===== src/rtl/sd_cmd_err_pkg.sv =====
package sd_cmd_err_pkg;
  localparam int ERR_TMO = 0;
  localparam int ERR_CRC = 1;
  localparam int ERR_END = 2;
  localparam int ERR_IDX = 3;
  localparam int NUM_ERR = 4;

  typedef enum logic [1:0] {
    ST_IDLE = 2'd0,
    ST_TX   = 2'd1,
    ST_WAIT = 2'd2,
    ST_RX   = 2'd3
  } cmd_state_e;
endpackage


===== src/rtl/sd_crc7_ser.sv =====
module sd_crc7_ser #(
  parameter int          W    = 7,
  parameter logic [W-1:0] POLY = 7'h09
) (
  input  logic         clk,
  input  logic         rst,
  input  logic         en,
  input  logic         restart,
  input  logic         din,
  output logic [W-1:0] crc
);
  logic [W-1:0] base;
  logic         fb;

  assign base = restart ? '0 : crc;
  assign fb   = din ^ base[W-1];

  always_ff @(posedge clk) begin
    if (rst) crc <= '0;
    else if (en) crc <= {base[W-2:0], 1'b0} ^ (fb ? POLY : '0);
  end
endmodule


===== src/rtl/sd_cmd_conflict.sv =====
module sd_cmd_conflict (
  input  logic clk,
  input  logic rst,
  input  logic tick,
  input  logic tx_drive,
  input  logic tx_bit,
  input  logic cmd_line,
  output logic conflict,
  output logic abort
);
  logic drove_one;

  // the 1 driven on the previous tick must be read back on this one
  assign conflict = tick & tx_drive & drove_one & ~cmd_line & ~abort;

  always_ff @(posedge clk) begin
    if (rst) begin
      drove_one <= 1'b0;
      abort     <= 1'b0;
    end else begin
      if (tick) drove_one <= tx_drive & tx_bit & ~abort;
      if (conflict)      abort <= 1'b1;
      else if (!tx_drive) abort <= 1'b0;
    end
  end
endmodule


===== src/rtl/sd_cmd_status.sv =====
module sd_cmd_status #(
  parameter int N = 4
) (
  input  logic         clk,
  input  logic         rst,
  input  logic [N-1:0] set_ev,
  input  logic         clr_we,
  input  logic [N-1:0] clr_mask,
  output logic [N-1:0] status
);
  logic [N-1:0] clr_eff;
  assign clr_eff = clr_we ? clr_mask : '0;

  always_ff @(posedge clk) begin
    if (rst) status <= '0;
    else     status <= (status & ~clr_eff) | set_ev;
  end
endmodule


===== src/rtl/sd_cmd_err_det.sv =====
module sd_cmd_err_det
  import sd_cmd_err_pkg::*;
#(
  parameter int TMO_TICKS = 64,
  parameter int RESP_LEN  = 48,
  parameter int IDX_W     = 6,
  parameter int CRC_W     = 7
) (
  input  logic               clk,
  input  logic               rst,
  input  logic               sd_tick,
  input  logic               tx_drive,
  input  logic               tx_bit,
  input  logic               cmd_line,
  input  logic [IDX_W-1:0]   cmd_index,
  input  logic               resp_expected,
  input  logic               clr_we,
  input  logic [NUM_ERR-1:0] clr_mask,
  output logic [NUM_ERR-1:0] status,
  output logic               cmd_oe
);
  localparam int CNT_W  = $clog2(TMO_TICKS);
  localparam int BC_W   = $clog2(RESP_LEN + 1);
  localparam int SH_W   = RESP_LEN - 2;
  localparam int IDX_HI = SH_W - 2;
  localparam int IDX_LO = SH_W - 1 - IDX_W;
  localparam logic [CNT_W-1:0] CNT_LAST  = CNT_W'(TMO_TICKS - 1);
  localparam logic [BC_W-1:0]  BC_CRCEND = BC_W'(RESP_LEN - CRC_W - 1);
  localparam logic [BC_W-1:0]  BC_SHEND  = BC_W'(RESP_LEN - 2);
  localparam logic [BC_W-1:0]  BC_LAST   = BC_W'(RESP_LEN - 1);

  cmd_state_e         st;
  logic [CNT_W-1:0]   wait_cnt;
  logic [BC_W-1:0]    bit_cnt;
  logic [SH_W-1:0]    shreg;
  logic [IDX_W-1:0]   idx_q;
  logic               rexp_q;
  logic [CRC_W-1:0]   crc;
  logic               conflict, abort;
  logic               start_seen, crc_en, last_bit;
  logic [NUM_ERR-1:0] set_ev;

  sd_cmd_conflict u_conf (
    .clk(clk), .rst(rst), .tick(sd_tick), .tx_drive(tx_drive),
    .tx_bit(tx_bit), .cmd_line(cmd_line), .conflict(conflict), .abort(abort)
  );

  assign cmd_oe = tx_drive & ~abort;

  assign start_seen = sd_tick && st == ST_WAIT && !cmd_line;
  assign crc_en     = start_seen || (sd_tick && st == ST_RX && bit_cnt < BC_CRCEND);
  assign last_bit   = sd_tick && st == ST_RX && bit_cnt == BC_LAST;

  sd_crc7_ser #(.W(CRC_W)) u_crc (
    .clk(clk), .rst(rst), .en(crc_en), .restart(st == ST_WAIT),
    .din(cmd_line), .crc(crc)
  );

  always_comb begin
    set_ev = '0;
    if (conflict) begin
      set_ev[ERR_TMO] = 1'b1;
      set_ev[ERR_CRC] = 1'b1;
    end
    if (sd_tick && st == ST_WAIT && cmd_line && wait_cnt == CNT_LAST)
      set_ev[ERR_TMO] = 1'b1;
    if (last_bit) begin
      if (shreg[CRC_W-1:0] != crc)         set_ev[ERR_CRC] = 1'b1;
      if (!cmd_line)                       set_ev[ERR_END] = 1'b1;
      if (shreg[IDX_HI:IDX_LO] != idx_q)   set_ev[ERR_IDX] = 1'b1;
    end
  end

  sd_cmd_status #(.N(NUM_ERR)) u_stat (
    .clk(clk), .rst(rst), .set_ev(set_ev), .clr_we(clr_we),
    .clr_mask(clr_mask), .status(status)
  );

  always_ff @(posedge clk) begin
    if (rst) begin
      st       <= ST_IDLE;
      wait_cnt <= '0;
      bit_cnt  <= '0;
      shreg    <= '0;
      idx_q    <= '0;
      rexp_q   <= 1'b0;
    end else if (sd_tick) begin
      unique case (st)
        ST_IDLE: if (tx_drive) begin
          st     <= ST_TX;
          idx_q  <= cmd_index;
          rexp_q <= resp_expected;
        end
        ST_TX: if (!tx_drive) begin
          st       <= (rexp_q && !abort) ? ST_WAIT : ST_IDLE;
          wait_cnt <= '0;
        end
        ST_WAIT: begin
          if (!cmd_line) begin
            st      <= ST_RX;
            bit_cnt <= BC_W'(1);
          end else if (wait_cnt == CNT_LAST) begin
            st <= ST_IDLE;
          end else begin
            wait_cnt <= wait_cnt + 1'b1;
          end
        end
        ST_RX: begin
          if (bit_cnt <= BC_SHEND) shreg <= {shreg[SH_W-2:0], cmd_line};
          bit_cnt <= bit_cnt + 1'b1;
          if (bit_cnt == BC_LAST) st <= ST_IDLE;
        end
        default: st <= ST_IDLE;
      endcase
    end
  end
endmodule


===== config.mk =====
export PLATFORM = sky130hd
export DESIGN_NAME = sd_cmd_err_det
export DESIGN_NICKNAME = d
export VERILOG_FILES = /design/src/rtl/sd_cmd_err_pkg.sv /design/src/rtl/sd_crc7_ser.sv /design/src/rtl/sd_cmd_conflict.sv /design/src/rtl/sd_cmd_status.sv /design/src/rtl/sd_cmd_err_det.sv
export SDC_FILE = /design/constraint.sdc
export NUM_CORES = 1
export LEC_CHECK = 0
export ABC_CLOCK_PERIOD_IN_PS = 2600
export BUFFER_PORTS_ARGS = -buffer_cell sky130_fd_sc_hd__buf_2
export CORE_ASPECT_RATIO = 1.5
export CORE_MARGIN = 5
export CORE_UTILIZATION = 30
export DETAILED_ROUTE_END_ITERATION = 7
export GPL_TIMING_DRIVEN = 0
export SLEW_MARGIN = 20
export SYNTH_ARGS = -nofsm -noshare
export SYNTH_HDL_FRONTEND = slang
export SYNTH_SLANG_ARGS = --single-unit

===== constraint.sdc =====
create_clock -name clk -period 2.6 [get_ports clk]
set_input_delay 0.65 -clock clk [delete_from_list [all_inputs] [get_ports clk]]
set_output_delay 0.65 -clock clk [all_outputs]
set_load 0.03 [all_outputs]

==> flow_summary_export.csv <==
group,metric,value,unit
outcome,outcome,"finished, final reports clean",
synth,yosysSeqAreaShare,47.8,%
synth,synth.distinct_cells,48,
place,gp_congestion,0.784,
synth,synth_cells,393,
clocking,cts_tree,"yes",
final_layout,final_common_cell,"nand2_1",
synth,synth_compound_area_share,16.0,%
timing,final.min_clock_period,1.85,ns
final_layout,layout-drive-gt1-share,14.4,%
min_path,hold_end,"shreg[17]$_SDFFE_PP0P_",
final_layout,final_nets,445,
timing,skew,0.00452,ns
timing,slew_headroom,57.2,%
clocking,cts-resized-gates,0,
worst_setup_path,arrival,1.20,ns
min_path,hp-start,"shreg[16]$_SDFFE_PP0P_",
global_route,grt_max_degree,13,
timing,finalHoldViolations,0,
global_route,grtUsageTotal,11.6,%
synth,synth.ff_latch_count,79,
synth,synth-simple-area-share,23.4,%
timing,fin_hold_ws,0.448,ns
drt,via_per_inst,4.76,
drt,firstDrtPassIters,4,
synth,synth_nets,413,
synth,synth_edf_count,0,
final_layout,area_delta_synth_final,17.1,%
worst_setup_path,end_kind,"primary output",
final_layout,most-common-layout-cells,"110 x nand2_1, 79 x dfxtp_1, 59 x a21oi_1",
floorplanning,start_util,30.3,%
min_path,hp-class,"reg -> reg",
global_route,grt_first_pass_wirelength,12100,um
pwr,max-vdd-ir-drop,0.256,mV
floorplanning,core-area,10900,um2
synth,ys.flop_type,"dfxtp_1",
worst_setup_path,crit_path_max_incr_delay,0.23,ns
timing,fmax,0.540,GHz
pwr,cellPowerDensity,645,nW/um2
global_route,grt_pass1_vias,2553,
floorplanning,die_y,139,um
global_route,grt_antenna_before_repair,0,
drt,drc,0,
worst_setup_path,startpoint_type,"input port",
worst_setup_path,rrSetupSlack,0.99,ns
worst_setup_path,path_max_fanout,5,
clocking,cts.sinks,79,
final_layout,antenna_cells,0,
timing,setup_viol,0,
drt,drt_iter0_drc,154,
timing,worst_pin_slew,0.642,ns
pwr,p_leak,1.32,nW
drt,antenna_left,0,
clocking,root_buffer,"clkbuf_16",
clocking,clk_path_buf_depth,2,
drt,drt_wl_total,7340,um
drt,route.vias.total,2747,
timing,fin_setup_tns,0,ns
synth,synthMuxAreaShare,2.12,%
worst_setup_path,reg2reg_depth,5,
clocking,holdBufCountCts,0,
clocking,clk_latency,0.34,ns
timing,rsz0062_at_grt,"no",
synth,ys_async_sr_fraction,0,%
worst_setup_path,slowest_stage,"buf_2",
synth,syn_avg_cell_area,8.42,um2
min_path,hold_depth,2,
floorplanning,rows,47,
global_route,overflow,0,
worst_setup_path,path_class,"in -> out",
synth,syn_area,3310,um2
synth,synthAdderAreaFrac,0.756,%
clocking,cts-buffers-inserted,9,
worst_setup_path,crit_chain,"buf_2, nor2b_1, buf_2",
timing,period_share,71.2,%
synth,synth_xor_area_share,5.29,%
place,dp_hpwl,5330,um
pwr,p_total,2.50,mW
worst_setup_path,cp_common_cell,"buf_2",
clocking,clkTransAtPathRegs,0.06,ns
synth,ys_warn_count,0,
floorplanning,die-area,13300,um2
floorplanning,die_w,95.8,um
clocking,h-tree-depth,3,
worst_setup_path,r2r_end,"wait_cnt[4]$_SDFFE_PP0P_",
worst_setup_path,crit_required,1.95,ns
run,cap_violations,0,
worst_setup_path,reg2reg_from,"wait_cnt[0]$_SDFFE_PP0P_",
clocking,post_cts_buffers,0,
drt,wire_per_inst,12.7,um
place,port_buffers,21,
synth,synth_top_family_by_area,"simple AND/OR/NAND/NOR gates",
timing,drv_slew,0,
floorplanning,io_pins,23,
[cells in the mapped netlist, drive strengths merged (3+ instances only)]
master    n  share of area, %
nor2     22               2.5
dfxtp    79                48
buf      16               3.1
nor3      4              0.60
mux2i     7               2.1
xnor2    14               3.7
inv       5              0.57
nor2b     4              0.76
nor4      3               1.0
o211ai    3              0.68
xor2      6               1.6
o31ai     3              0.68
nand2b    3              0.57
clkbuf    8              0.91
a21oi    61               9.7
nand4     6               1.1
nand3    11               1.8
nand2   111                13
[layout make-up]
cell class / instances / area [um2]
buffer: 24 / 134
clock buffer: 13 / 260
clock inverter: 3 / 17.5
fill: 1153 / 7060
inverter: 5 / 18.8
multi-input combinational: 285 / 1580
sequential: 79 / 1580
tap: 147 / 184
timing repair buffer: 21 / 105
[logic make-up (layout without fill, tap and decap cells)]
kind of cell / Yosys count / after routing
DFF: 79 / 79
adders and majority gates: 2 / 2
muxes: 7 / 7
buffers and inverters: 29 / 66
xor gates and xnor gates: 20 / 20
and+or+nand+nor: 171 / 171
AOI/OAI and AO/OA: 85 / 85
[registers in the layout (all words and copies together), names as in the netlist]
signal and cells:
rexp_q 1, u_crc.crc 7, wait_cnt 6, shreg 45, u_conf.abort 1, idx_q 6
st 2, u_conf.drove_one 1, u_stat.status 4, bit_cnt 6
[power by group]
part           switching, mW  internal (mW)  leakage (nW)  total (mW)
Combinational         0.0664         0.0369         0.544       0.103
Sequential           0.00609           1.22         0.637        1.23
Clock                  0.479          0.695         0.136        1.17
Total                  0.551           1.95          1.32        2.50
[metrics by stage]
stage,util [%],worst slack (ns),area [um2],cells
6_report,35.4,0.750,3880,577
4_1_cts,35.4,0.750,3880,577
5_1_grt,35.4,0.676,3880,577
3_5_place_dp,32.9,0.615,3600,561
3_3_place_gp,32.9,0.583,3600,561
2_1_floorplan,-,0.793,3310,393
[critical path, delay by kind of cell]
family                 cells  cell delay [ns]
buffers and inverters      2             0.34
and+or+nand+nor            1             0.20
[worst max-delay path by stage]
stage,startpoint,end,slack (ns)
final,tx_drive,cmd_oe,0.75
after global routing,tx_drive,cmd_oe,0.68
after CTS,tx_drive,cmd_oe,0.75
after detailed placement,sd_tick,u_stat.status[1]$_SDFF_PP0_,0.61
after global placement,sd_tick,u_stat.status[1]$_SDFF_PP0_,0.58
after floorplan,tx_drive,cmd_oe,0.79
[routing by layer]
metal / vias up / track usage (%) / share of wire, %
li1: 1394 / - / -
met1: 1281 / 13.1 / 42
met2: 58 / 19.9 / 51
met3: 14 / 3.31 / 4.3
met4: 0 / 5.02 / 2.3
met5: - / 0 / 0
(Power assumes the default switching activity.)
